[src/rtl/bemf_zc_pkg.sv]
package bemf_zc_pkg;

    typedef enum logic [1:0] {
        ST_IDLE   = 2'd0,
        ST_WAIT_D = 2'd1,
        ST_ARMED  = 2'd2,
        ST_DONE   = 2'd3
    } zc_state_e;

    typedef enum logic {
        SRC_SIM = 1'b0,
        SRC_HW  = 1'b1
    } zc_src_e;

endpackage

[src/rtl/bemf_zc_filter.sv]
module bemf_zc_filter #(
    parameter int FW = 3
) (
    input  logic          clk,
    input  logic          rst_n,
    input  logic          sample_en,
    input  logic          cmp_in,
    input  logic          edge_rise,
    input  logic          cmp_inv,
    input  logic [FW-1:0] filt_len,
    output logic          hw_hit
);

    logic [FW-1:0] run_q;
    logic          qual;

    // sample agrees with the expected post-crossing level
    assign qual = ((cmp_in ^ cmp_inv) == edge_rise);

    always_ff @(posedge clk or negedge rst_n) begin
        if (!rst_n) begin
            run_q <= '0;
        end else if (!sample_en || !qual) begin
            run_q <= '0;
        end else if (run_q != filt_len) begin
            run_q <= run_q + 1'b1;
        end
    end

    assign hw_hit = sample_en && qual && (run_q == filt_len);

    // leaving the sampling window empties the run
    p_run_cleared_r3: assert property (@(posedge clk) disable iff (!rst_n)
        !sample_en |=> (run_q == '0));

    // a failed sample restarts the count
    p_run_restart_r4: assert property (@(posedge clk) disable iff (!rst_n)
        (sample_en && !qual) |=> (run_q == '0));

endmodule

[src/rtl/bemf_zc_seq.sv]
module bemf_zc_seq
    import bemf_zc_pkg::*;
#(
    parameter int TW = 16
) (
    input  logic          clk,
    input  logic          rst_n,
    input  logic          c_evt,
    input  logic          d_evt,
    input  logic          grp_match,
    input  logic          hw_en,
    input  logic          sim_en,
    input  logic          hw_hit,
    input  logic [TW-1:0] timer,
    input  logic [TW-1:0] zreg,
    output logic          sample_en,
    output logic          fire,
    output logic          fire_hw,
    output logic          stale_ld
);

    zc_state_e state_q;
    zc_state_e state_d;

    logic armed;
    logic stale;
    logic sim_match;
    logic hw_take;

    // state register
    always_ff @(posedge clk or negedge rst_n) begin
        if (!rst_n) begin
            state_q <= ST_IDLE;
        end else begin
            state_q <= state_d;
        end
    end

    // decision outputs
    always_comb begin
        armed     = (state_q == ST_ARMED);
        sample_en = armed && hw_en && grp_match;
        stale     = (state_q == ST_WAIT_D) && d_evt && !c_evt && sim_en && (zreg <= timer);
        sim_match = armed && sim_en && (timer == zreg);
        hw_take   = armed && hw_hit;
        fire      = !c_evt && (stale || sim_match || hw_take);
        fire_hw   = !c_evt && hw_take;
        stale_ld  = stale;
    end

    // next state
    always_comb begin
        state_d = state_q;
        if (c_evt) begin
            state_d = ST_WAIT_D;
        end else begin
            unique case (state_q)
                ST_IDLE:   state_d = ST_IDLE;
                ST_WAIT_D: if (d_evt) state_d = stale ? ST_DONE : ST_ARMED;
                ST_ARMED:  if (fire) state_d = ST_DONE;
                ST_DONE:   state_d = ST_DONE;
            endcase
        end
    end

    // detection window opens only on a demagnetisation event
    p_arm_on_d_r2: assert property (@(posedge clk) disable iff (!rst_n)
        $rose(state_q == ST_ARMED) |-> $past(d_evt));

    // an event spends the step
    p_event_spends_step_r8: assert property (@(posedge clk) disable iff (!rst_n)
        fire |=> (state_q == ST_DONE));

    // no second event in a spent step
    p_single_per_step_r8: assert property (@(posedge clk) disable iff (!rst_n)
        (state_q == ST_DONE) |-> !fire);

endmodule

[src/rtl/bemf_zc_store.sv]
module bemf_zc_store
    import bemf_zc_pkg::*;
#(
    parameter int TW = 16
) (
    input  logic          clk,
    input  logic          rst_n,
    input  logic [TW-1:0] timer,
    input  logic          fire,
    input  logic          fire_hw,
    input  logic          stale_ld,
    input  logic          sw_wr,
    input  logic [TW-1:0] sw_data,
    input  logic          irq_clr,
    output logic [TW-1:0] zreg,
    output logic          zc_pulse,
    output logic          zc_src_hw,
    output logic          irq_flag
);

    zc_src_e src_q;
    logic    cap;

    assign cap = fire_hw || stale_ld;

    // shared capture / compare register
    always_ff @(posedge clk or negedge rst_n) begin
        if (!rst_n) begin
            zreg <= '0;
        end else if (cap) begin
            zreg <= timer;
        end else if (sw_wr) begin
            zreg <= sw_data;
        end
    end

    // event pulse, source and latched flag
    always_ff @(posedge clk or negedge rst_n) begin
        if (!rst_n) begin
            zc_pulse <= 1'b0;
            src_q    <= SRC_SIM;
            irq_flag <= 1'b0;
        end else begin
            zc_pulse <= fire;
            if (fire) begin
                src_q <= fire_hw ? SRC_HW : SRC_SIM;
            end
            if (fire) begin
                irq_flag <= 1'b1;
            end else if (irq_clr) begin
                irq_flag <= 1'b0;
            end
        end
    end

    assign zc_src_hw = (src_q == SRC_HW);

    // pulse lasts one cycle
    p_pulse_one_cycle_r13: assert property (@(posedge clk) disable iff (!rst_n)
        zc_pulse |=> !zc_pulse);

    // every pulse comes with the flag
    p_flag_with_pulse_r10: assert property (@(posedge clk) disable iff (!rst_n)
        zc_pulse |-> irq_flag);

    // clear without a competing event empties the flag
    p_clear_flag_r11: assert property (@(posedge clk) disable iff (!rst_n)
        (irq_clr && !fire) |=> !irq_flag);

    // hardware capture beats a software write
    p_capture_priority_r12: assert property (@(posedge clk) disable iff (!rst_n)
        (sw_wr && cap && (sw_data != timer)) |=> (zreg != $past(sw_data)));

endmodule

[src/rtl/bemf_zc_gen.sv]
module bemf_zc_gen #(
    parameter int TW = 16,
    parameter int FW = 3
) (
    input  logic          clk,
    input  logic          rst_n,
    input  logic          cmp_in,
    input  logic [TW-1:0] timer_val,
    input  logic          c_evt,
    input  logic          d_evt,
    input  logic          pwm_grp,
    input  logic          cfg_sense_grp,
    input  logic          cfg_edge_rise,
    input  logic          cfg_cmp_inv,
    input  logic [FW-1:0] cfg_filt_len,
    input  logic          cfg_hw_en,
    input  logic          cfg_sim_en,
    input  logic          cfg_irq_mask,
    input  logic          zreg_wr,
    input  logic [TW-1:0] zreg_wdata,
    input  logic          irq_clr,
    output logic          zc_pulse,
    output logic          zc_src_hw,
    output logic          irq_flag,
    output logic          irq,
    output logic [TW-1:0] zreg_q
);

    logic sample_en;
    logic hw_hit;
    logic fire;
    logic fire_hw;
    logic stale_ld;
    logic grp_match;

    assign grp_match = (pwm_grp == cfg_sense_grp);

    bemf_zc_filter #(.FW(FW)) u_filter (
        .clk       (clk),
        .rst_n     (rst_n),
        .sample_en (sample_en),
        .cmp_in    (cmp_in),
        .edge_rise (cfg_edge_rise),
        .cmp_inv   (cfg_cmp_inv),
        .filt_len  (cfg_filt_len),
        .hw_hit    (hw_hit)
    );

    bemf_zc_seq #(.TW(TW)) u_seq (
        .clk       (clk),
        .rst_n     (rst_n),
        .c_evt     (c_evt),
        .d_evt     (d_evt),
        .grp_match (grp_match),
        .hw_en     (cfg_hw_en),
        .sim_en    (cfg_sim_en),
        .hw_hit    (hw_hit),
        .timer     (timer_val),
        .zreg      (zreg_q),
        .sample_en (sample_en),
        .fire      (fire),
        .fire_hw   (fire_hw),
        .stale_ld  (stale_ld)
    );

    bemf_zc_store #(.TW(TW)) u_store (
        .clk       (clk),
        .rst_n     (rst_n),
        .timer     (timer_val),
        .fire      (fire),
        .fire_hw   (fire_hw),
        .stale_ld  (stale_ld),
        .sw_wr     (zreg_wr),
        .sw_data   (zreg_wdata),
        .irq_clr   (irq_clr),
        .zreg      (zreg_q),
        .zc_pulse  (zc_pulse),
        .zc_src_hw (zc_src_hw),
        .irq_flag  (irq_flag)
    );

    assign irq = irq_flag && cfg_irq_mask;

    // a stale compare value is replaced by the timer at once
    p_stale_overwrite_r9: assert property (@(posedge clk) disable iff (!rst_n)
        stale_ld |=> (zc_pulse && !zc_src_hw && (zreg_q == $past(timer_val))));

endmodule

[config.mk]
export PLATFORM = sky130hd
export DESIGN_NAME = bemf_zc_gen
export DESIGN_NICKNAME = d
export VERILOG_FILES = /design/src/rtl/bemf_zc_pkg.sv /design/src/rtl/bemf_zc_filter.sv /design/src/rtl/bemf_zc_seq.sv /design/src/rtl/bemf_zc_store.sv /design/src/rtl/bemf_zc_gen.sv
export SDC_FILE = /design/constraint.sdc
export NUM_CORES = 1
export LEC_CHECK = 0
export BUFFER_PORTS_ARGS = -buffer_cell sky130_fd_sc_hd__clkbuf_2
export CORE_MARGIN = 2
export CORE_UTILIZATION = 52
export CTS_CLUSTER_DIAMETER = 50
export DETAILED_ROUTE_END_ITERATION = 12
export PLACE_DENSITY = 0.85
export SETUP_SLACK_MARGIN = 0.15
export SKIP_LAST_GASP = 1
export SLEW_MARGIN = 5
export SYNTH_ARGS = -nofsm -noshare
export SYNTH_HDL_FRONTEND = slang
export SYNTH_HIERARCHICAL = 1
export SYNTH_SLANG_ARGS = --single-unit
[constraint.sdc]
create_clock -name clk -period 4.5 [get_ports clk]
set_input_delay 0.225 -clock clk [delete_from_list [all_inputs] [get_ports clk]]
set_output_delay 0.225 -clock clk [all_outputs]
set_load 0.1 [all_outputs]
==> results of run 1 <==
[per-layer routing]
metal / track usage / vias up / share of wire
met2: 0.386 / 49 / 0.51
met5: 0 / - / 0
met4: 0.0334 / 0 / 0
li1: - / 771 / -
met3: 0.0336 / 0 / 0.057
met1: 0.258 / 738 / 0.43
[layout by cell type, fill, tap and decap left out, types with 3 or more instances in the layout]
cell / synthesis / routed
nor3_1: 3 / 3
dfrtp_1: 24 / 24
ha_1: 17 / 17
a21oi_1: 13 / 13
o21ai_2: 10 / 10
o21ai_0: 23 / 23
inv_1: 18 / 18
nand2_1: 8 / 8
clkbuf_2: 0 / 68
clkbuf_4: 0 / 3
mux2i_1: 17 / 17
[stage by stage]
step / std cells / setup slack (ns)
after CTS: 288 / 1.78
after floorplan: 175 / 1.63
final: 288 / 1.81
after global placement: 283 / 1.91
after global routing: 288 / 1.59
after detailed placement: 283 / 1.80
[kinds of logic after synthesis]
group,count (synthesis),share of synthesized area
multiplexers,18,0.105
AND/OR/NAND/NOR,29,0.104
flip-flops,24,0.348
adder cells (fa/ha/maj),17,0.123
buffers and inverters,24,0.0703
AO/OA/AOI/OAI,58,0.211
XOR/XNOR,5,0.0377
[worst max-delay path, cell delays in order (launching register included)]
cell and delay (ns):
dfrtp_1 0.42, ha_1 0.33, nand4_2 0.15, or4_4 0.59
a21oi_1 0.19, or2_1 0.63, o21ai_0 0.24
[path summary, 6_finish.rpt]
check	end
min in group asynchronous	u_store/zreg[10]$_DFFE_PN0P_
hold reg to reg	u_store/irq_flag$_DFFE_PN0P_
hold / removal	u_seq/state_q[1]$_DFFE_PN0P_
max in group asynchronous	u_store/zreg[3]$_DFFE_PN0P_
setup / recovery	u_store/zreg[12]$_DFFE_PN0P_
setup reg to reg	u_store/zreg[12]$_DFFE_PN0P_
[sequential cells by signal, summed over array words and instances, names as in the netlist]
register           flops
u_store/zreg          16
u_store/irq_flag       1
u_filter/run_q         3
u_store/zc_pulse       1
u_seq/state_q          2
u_store/zc_src_hw      1
[timing repair]
item,4_1_cts,5_1_grt
hold endpoints to repair,24,0
hold buffers,1,0
setup endpoints to repair,0,0
resized for setup,0,0
[power by group]
part           internal [mW]  leakage, nW  switching (mW)
Sequential             0.238        0.295          0.0194
Combinational         0.0839        0.833           0.245
Clock                 0.0900       0.0279          0.0669
[layout make-up]
| type | count | share of cell area |
|---|---|---|
| clock buffers | 3 | 0.0105 |
| inverters | 18 | 0.0315 |
| well taps | 44 | 0.0257 |
| clock inverters | 1 | 0.0140 |
| flip-flops and latches | 24 | 0.280 |
| multi-input cells | 127 | 0.468 |
| repair buffers | 71 | 0.170 |
==> metrics.yaml, run 1 <==
final.min_clock_period_ns: 2.69
n_fill_cell: 300
die_h_um: 61.6
cts_root_buf: "clkbuf_4"
netlist_area_um2: 1730
hold_start: "c_evt"
finalHoldViolations: 0
yosysSeqAreaShare: 0.348
synth_area_per_cell_um2: 9.86
synth_top_area_frac: 0.348
synth.most_common_cell: "dfrtp_1"
drive_gt1_frac: 0.381
rows: 20
worst_hold_path.num_cells: 2
p_total_uw: 744
clockBufferDepth: 2
rsz0062_at_grt: "false"
fin_nets: 311
final_cell_area_um2: 2140
io_pins: 69
max_slew_margin: 0.489
crit_path_max_fanout: 16
synth_common_cells: "dfrtp_1 (24), o21ai_0 (23), inv_1 (18)"
setup_viol: 0
synth_edf_count: 0
worst-slew-pin-transition_ns: 0.766
viasPerCell: 5.41
reg2reg_slack_ns: 1.81
startpoint: "u_store/zreg[15]$_DFFE_PN0P_"
synth_top_cell_by_area: "dfrtp_1"
numClockSinks: 24
ys_types: 43
grt_pass1_vias: 1442
ys.flop_type: "dfrtp_1"
htreeDepth: 1
io_buffer_count: 68
synth_area_leaders: "dfrtp_1 (35%), ha_1 (12%), mux2i_1 (9.9%)"
post-route-period-util: 0.597
grt_pass1_wl_um: 5980
grt_overflow: 0
grt_start_max_net_pins: 25
skew_ns: 0.00808
multi_input_area_um2: 1000
critPathRequiredTime_ns: 4.67
die_x_um: 61.6
ff2ff_path_depth: 6
clk_pin_slew_ns: 0.14
syn_to_final_growth_pct: 24.3
p_leak_nw: 1.16
ant_nets: 0
worstPathArrival_ns: 2.86
power_density_nw_per_um2: 347
groute.usage.overall: 0.209
wl_per_cell_um: 13.2
cp-start-kind: "flop"
place.gp.congestion: 0.808
timing.hold.ws_ns: 0.109
hpwl_um: 2990
start_util: 0.556
cts_buffers: 3
drtIter0Drc: 59
grt_antenna_before_repair: 0
hold_path_class: "in -> reg"
synth-seq-cells: 24
wl_um: 3810
peakVddDrop_mv: 0.212
cts_tree: "built"
yosys_warnings: 6
worst_skew_pair.late_latency_ns: 0.32
placed_area_um2: 2080
num_antenna_cells: 0
synthesis.instances: 175
syn_nets: 241
dr.pass1.iters: 4
setup_tns_ns: 0
finalMaxSlewViolations: 0
crit_type: "reg -> reg"
fmax_mhz: 372
seqCellArea_um2: 601
drv_cap: 0
status: "finished clean"
final_util: 0.691
routed-via-count: 1558
cts_setup_buffers: 0
core_region_area_um2: 3100
die-area_um2: 3790
r2r_start: "u_store/zreg[15]$_DFFE_PN0P_"
drc: 0
synthArstFlopShare: 1.00
cp-end-kind: "flop"
Note: power is estimated with default switching activity, not from simulation.
==> run 2: changes to the inputs <==
--- a/config.mk
+++ b/config.mk
@@ -5,12 +5,13 @@
 export SDC_FILE = /design/constraint.sdc
 export NUM_CORES = 1
 export LEC_CHECK = 0
+export ABC_AREA = 1
 export BUFFER_PORTS_ARGS = -buffer_cell sky130_fd_sc_hd__clkbuf_2
 export CORE_MARGIN = 2
-export CORE_UTILIZATION = 52
+export CORE_UTILIZATION = 51
 export CTS_CLUSTER_DIAMETER = 50
 export DETAILED_ROUTE_END_ITERATION = 12
-export PLACE_DENSITY = 0.85
+export PLACE_DENSITY = 0.81
 export SETUP_SLACK_MARGIN = 0.15
 export SKIP_LAST_GASP = 1
 export SLEW_MARGIN = 5
==> constraint.sdc (replaced) <==
create_clock -name clk -period 2.5 [get_ports clk]
set_input_delay 0.125 -clock clk [delete_from_list [all_inputs] [get_ports clk]]
set_output_delay 0.125 -clock clk [all_outputs]
set_load 0.1 [all_outputs]
==> run 2 against run 1 <==
Compared with the run above:
- fmax grew 30%
- power is 74% higher
- combinational power grew 79%
- via count is 33% higher
- count of clock-buffer cells in the layout grew 1
- critical path depth increased by 9
- first-iteration DRC count rose by 54%
- worst hold slack got worse by 0.064 ns
- die area is 19% higher
- critical path type unchanged
==> metrics.yaml, run 2 <==
fmax_mhz: 484  # was 372 MHz
synth_top_area_frac: 0.294  # was 0.348
cp_slowest_cell: "dfrtp_2"  # was or2_1
p_leak_nw: 1.55  # was 1.16 nW
worst-slew-pin-transition_ns: 0.613  # was 0.766 ns
largest_reg_flops: 16  # unchanged
post-route-period-util: 0.827  # was 0.597
synth_top_cell_by_area: "dfrtp_1"  # unchanged
synth_area_leaders: "dfrtp_1 (29%), nand2_1 (18%), ha_1 (10%)"  # was dfrtp_1 (35%), ha_1 (12%), mux2i_1 (9.9%)
net-switching-power_uw: 601  # was 332 uW
final_common_cell: "nand2_1"  # was clkbuf_2
hpwl_um: 3690  # was 2990 um
clk_pin_slew_ns: 0.09  # was 0.14 ns
wl_per_cell_um: 11.1  # was 13.2 um
rsz0062_at_grt: "false"  # unchanged
critPathRequiredTime_ns: 2.66  # was 4.67 ns
grt_antenna_before_repair: 0  # unchanged
pwr-share-clk: 0.184  # was 0.211
final.min_clock_period_ns: 2.07  # was 2.69 ns
power_frac_comb: 0.454  # was 0.443
peakVddDrop_mv: 0.263  # was 0.212 mV
cts_setup_buffers: 0  # unchanged
drc: 0  # unchanged
worst_skew_pair.late_latency_ns: 0.27  # was 0.32 ns
path_cells: "ha_1 -> nand2_1 -> nor2_1 -> nand2_2 -> inv_1 -> nand2_1 -> nand2_1 -> nand2_1 -> nand2_1 -> inv_1 -> nor2_4 -> buf_12 -> nand2_1 -> nand2_1 -> nand2_1"  # was ha_1 -> nand4_2 -> or4_4 -> a21oi_1 -> or2_1 -> o21ai_0
synth_area_per_cell_um2: 6.72  # was 9.86 um^2
start_util: 0.545  # was 0.556
finalHoldViolations: 0  # unchanged
drtIter0Drc: 91  # was 59
core_region_area_um2: 3740  # was 3100 um^2
drive_gt1_frac: 0.351  # was 0.381
power_density_nw_per_um2: 519  # was 347 nW/um^2
io_buffer_count: 68  # unchanged
fin_nets: 440  # was 311
status: "finished clean"  # unchanged
grt_pass1_vias: 1942  # was 1442
dr.pass1.iters: 4  # unchanged
cp-start-kind: "flop"  # unchanged
finalMaxSlewViolations: 0  # unchanged
final_util: 0.666  # was 0.691
cts_buffers: 3  # unchanged
crit_type: "reg -> reg"  # unchanged
place.gp.congestion: 0.768  # was 0.808
setup_tns_ns: 0  # unchanged
ant_nets: 0  # unchanged
cp-end-kind: "flop"  # unchanged
yosysSeqAreaShare: 0.294  # was 0.348
p_int_uw: 694  # was 412 uW
num_antenna_cells: 0  # unchanged
worstPathArrival_ns: 2.23  # was 2.86 ns
reg_top3: "u_store/zreg (16), u_filter/run_q (3), u_seq/state_q (2)"  # unchanged
drv_cap: 0  # unchanged
cpPeakStageDelay_ns: 0.44  # was 0.63 ns
routed-via-count: 2074  # was 1558
crit_path_max_fanout: 22  # was 16
cts_root_buf: "clkbuf_8"  # was clkbuf_4
htreeDepth: 1  # unchanged
numClockSinks: 24  # unchanged
ys.flop_type: "dfrtp_1"  # unchanged
netlist_area_um2: 2040  # was 1730 um^2
max_slew_margin: 0.591  # was 0.489
skew_ns: 0.00839  # was 0.00808 ns
die_h_um: 67.3  # was 61.6 um
power_frac_seq: 0.361  # was 0.347
wl_um: 4680  # was 3810 um
grt_overflow: 0  # unchanged
clockBufferDepth: 2  # unchanged
grt_start_max_net_pins: 25  # unchanged
groute.usage.overall: 0.223  # was 0.209
die-area_um2: 4530  # was 3790 um^2
syn_to_final_growth_pct: 22.2  # was 24.3%
yosys_warnings: 6  # unchanged
syn_nets: 370  # was 241
synth_common_cells: "nand2_1 (97), inv_1 (54), dfrtp_1 (24)"  # was dfrtp_1 (24), o21ai_0 (23), inv_1 (18)
synth_edf_count: 0  # unchanged
io_pins: 69  # unchanged
p_sw_frac: 0.464  # was 0.446
final_cell_mix: "nand2_1 (97), clkbuf_2 (68), inv_1 (54), nand2_2 (20), nand3_1 (20)"  # was clkbuf_2 (68), dfrtp_1 (24), o21ai_0 (23), inv_1 (18)
synthArstFlopShare: 1.00  # unchanged
synthesis.instances: 304  # was 175
cpMostUsedCell: "nand2_1"
synth-seq-cells: 24  # unchanged
ys_types: 25  # was 43
rows: 22  # was 20
grt_pass1_wl_um: 7840  # was 5980 um
synth.most_common_cell: "nand2_1"  # was dfrtp_1
viasPerCell: 4.93  # was 5.41
cts_tree: "built"  # unchanged
setup_viol: 0  # unchanged
die_x_um: 67.3  # was 61.6 um
hold_path_class: "in -> reg"  # unchanged
top_register: "u_store/zreg"  # unchanged
[run 2: cell families after synthesis]
kind of cell,after synthesis,synth area share
simple gates,164,0.371
buf+inv,68,0.144
compound gates,29,0.0741
flops,24,0.294
fa+ha+maj,17,0.104
xor+xnor,2,0.0123
[run 2: final timing paths]
| check | start | to | slack, ns | cells after the start |
|---|---|---|---|---|
| setup / recovery | u_store/zreg[11]$_DFFE_PN0P_ | u_store/zreg[11]$_DFFE_PN0P_ | 0.43 | 15 |
| hold reg to reg | u_store/zc_src_hw$_DFFE_PN0P_ | u_store/zc_src_hw$_DFFE_PN0P_ | 0.48 | 2 |
| max in group asynchronous | rst_n | u_store/zreg[1]$_DFFE_PN0P_ | 1.66 | 2 |
| setup reg to reg | u_store/zreg[11]$_DFFE_PN0P_ | u_store/zreg[11]$_DFFE_PN0P_ | 0.43 | 15 |
| min in group asynchronous | rst_n | u_store/zreg[8]$_DFFE_PN0P_ | 0.40 | 2 |
| hold / removal | irq_clr | u_store/irq_flag$_DFFE_PN0P_ | 0.04 | 2 |
[run 2: what timing repair did]
item | CTS | global route
resized for setup | 0 | 1
endpoints found under the hold margin | 24 | 0
setup endpoints to repair | 0 | 2
hold buffers | 1 | 0
[run 2: power by group through the flow]
stage | Sequential, mW | Clock [mW] | Combinational (mW)
after CTS | 0.468 | 0.245 | 0.592
after floorplan | 0.724 | 0 | 0.202
after global routing | 0.474 | 0.260 | 0.639
after global placement | 0.474 | 0 | 0.577
final | 0.468 | 0.239 | 0.588
after detailed placement | 0.476 | 0 | 0.588
[run 2: worst max-delay path, delay by kind of cell (launching register included)]
family	cells	cell delay, ns
flip-flops	1	0.44
adder cells (fa/ha/maj)	1	0.32
buffers and inverters	3	0.32
AND/OR/NAND/NOR	11	0.87
[run 2: final cells by class]
class / instances / area (um^2)
Tap cell: 48 / 60.1
Clock buffer: 4 / 45.0
Sequential cell: 24 / 621
Fill cell: 364 / 1250
Timing Repair Buffer: 73 / 393
Multi-Input combinational cell: 212 / 1150
Inverter: 60 / 226
[run 2: per-layer routing]
metal,vias to the layer above,global-route usage,share of wire
li1,1068,-,-
met1,943,0.271,0.43
met2,61,0.421,0.52
met3,2,0.0267,0.054
met4,0,0.0459,0.0028
met5,-,0,0
[run 2: stage by stage]
step                      std cells  power (mW)  instance area (um^2)  setup slack (ns)  hold slack (ns)
final                           421        1.29                  2490             0.432           0.0446
after detailed placement        416        1.06                  2440             0.356            0.167
after global placement          416        1.05                  2440             0.381            0.168
after CTS                       421        1.31                  2490             0.342           0.0409
after global routing            421        1.37                  2490             0.204           0.0382
after floorplan                 304       0.926                  2060             0.298           -0.171
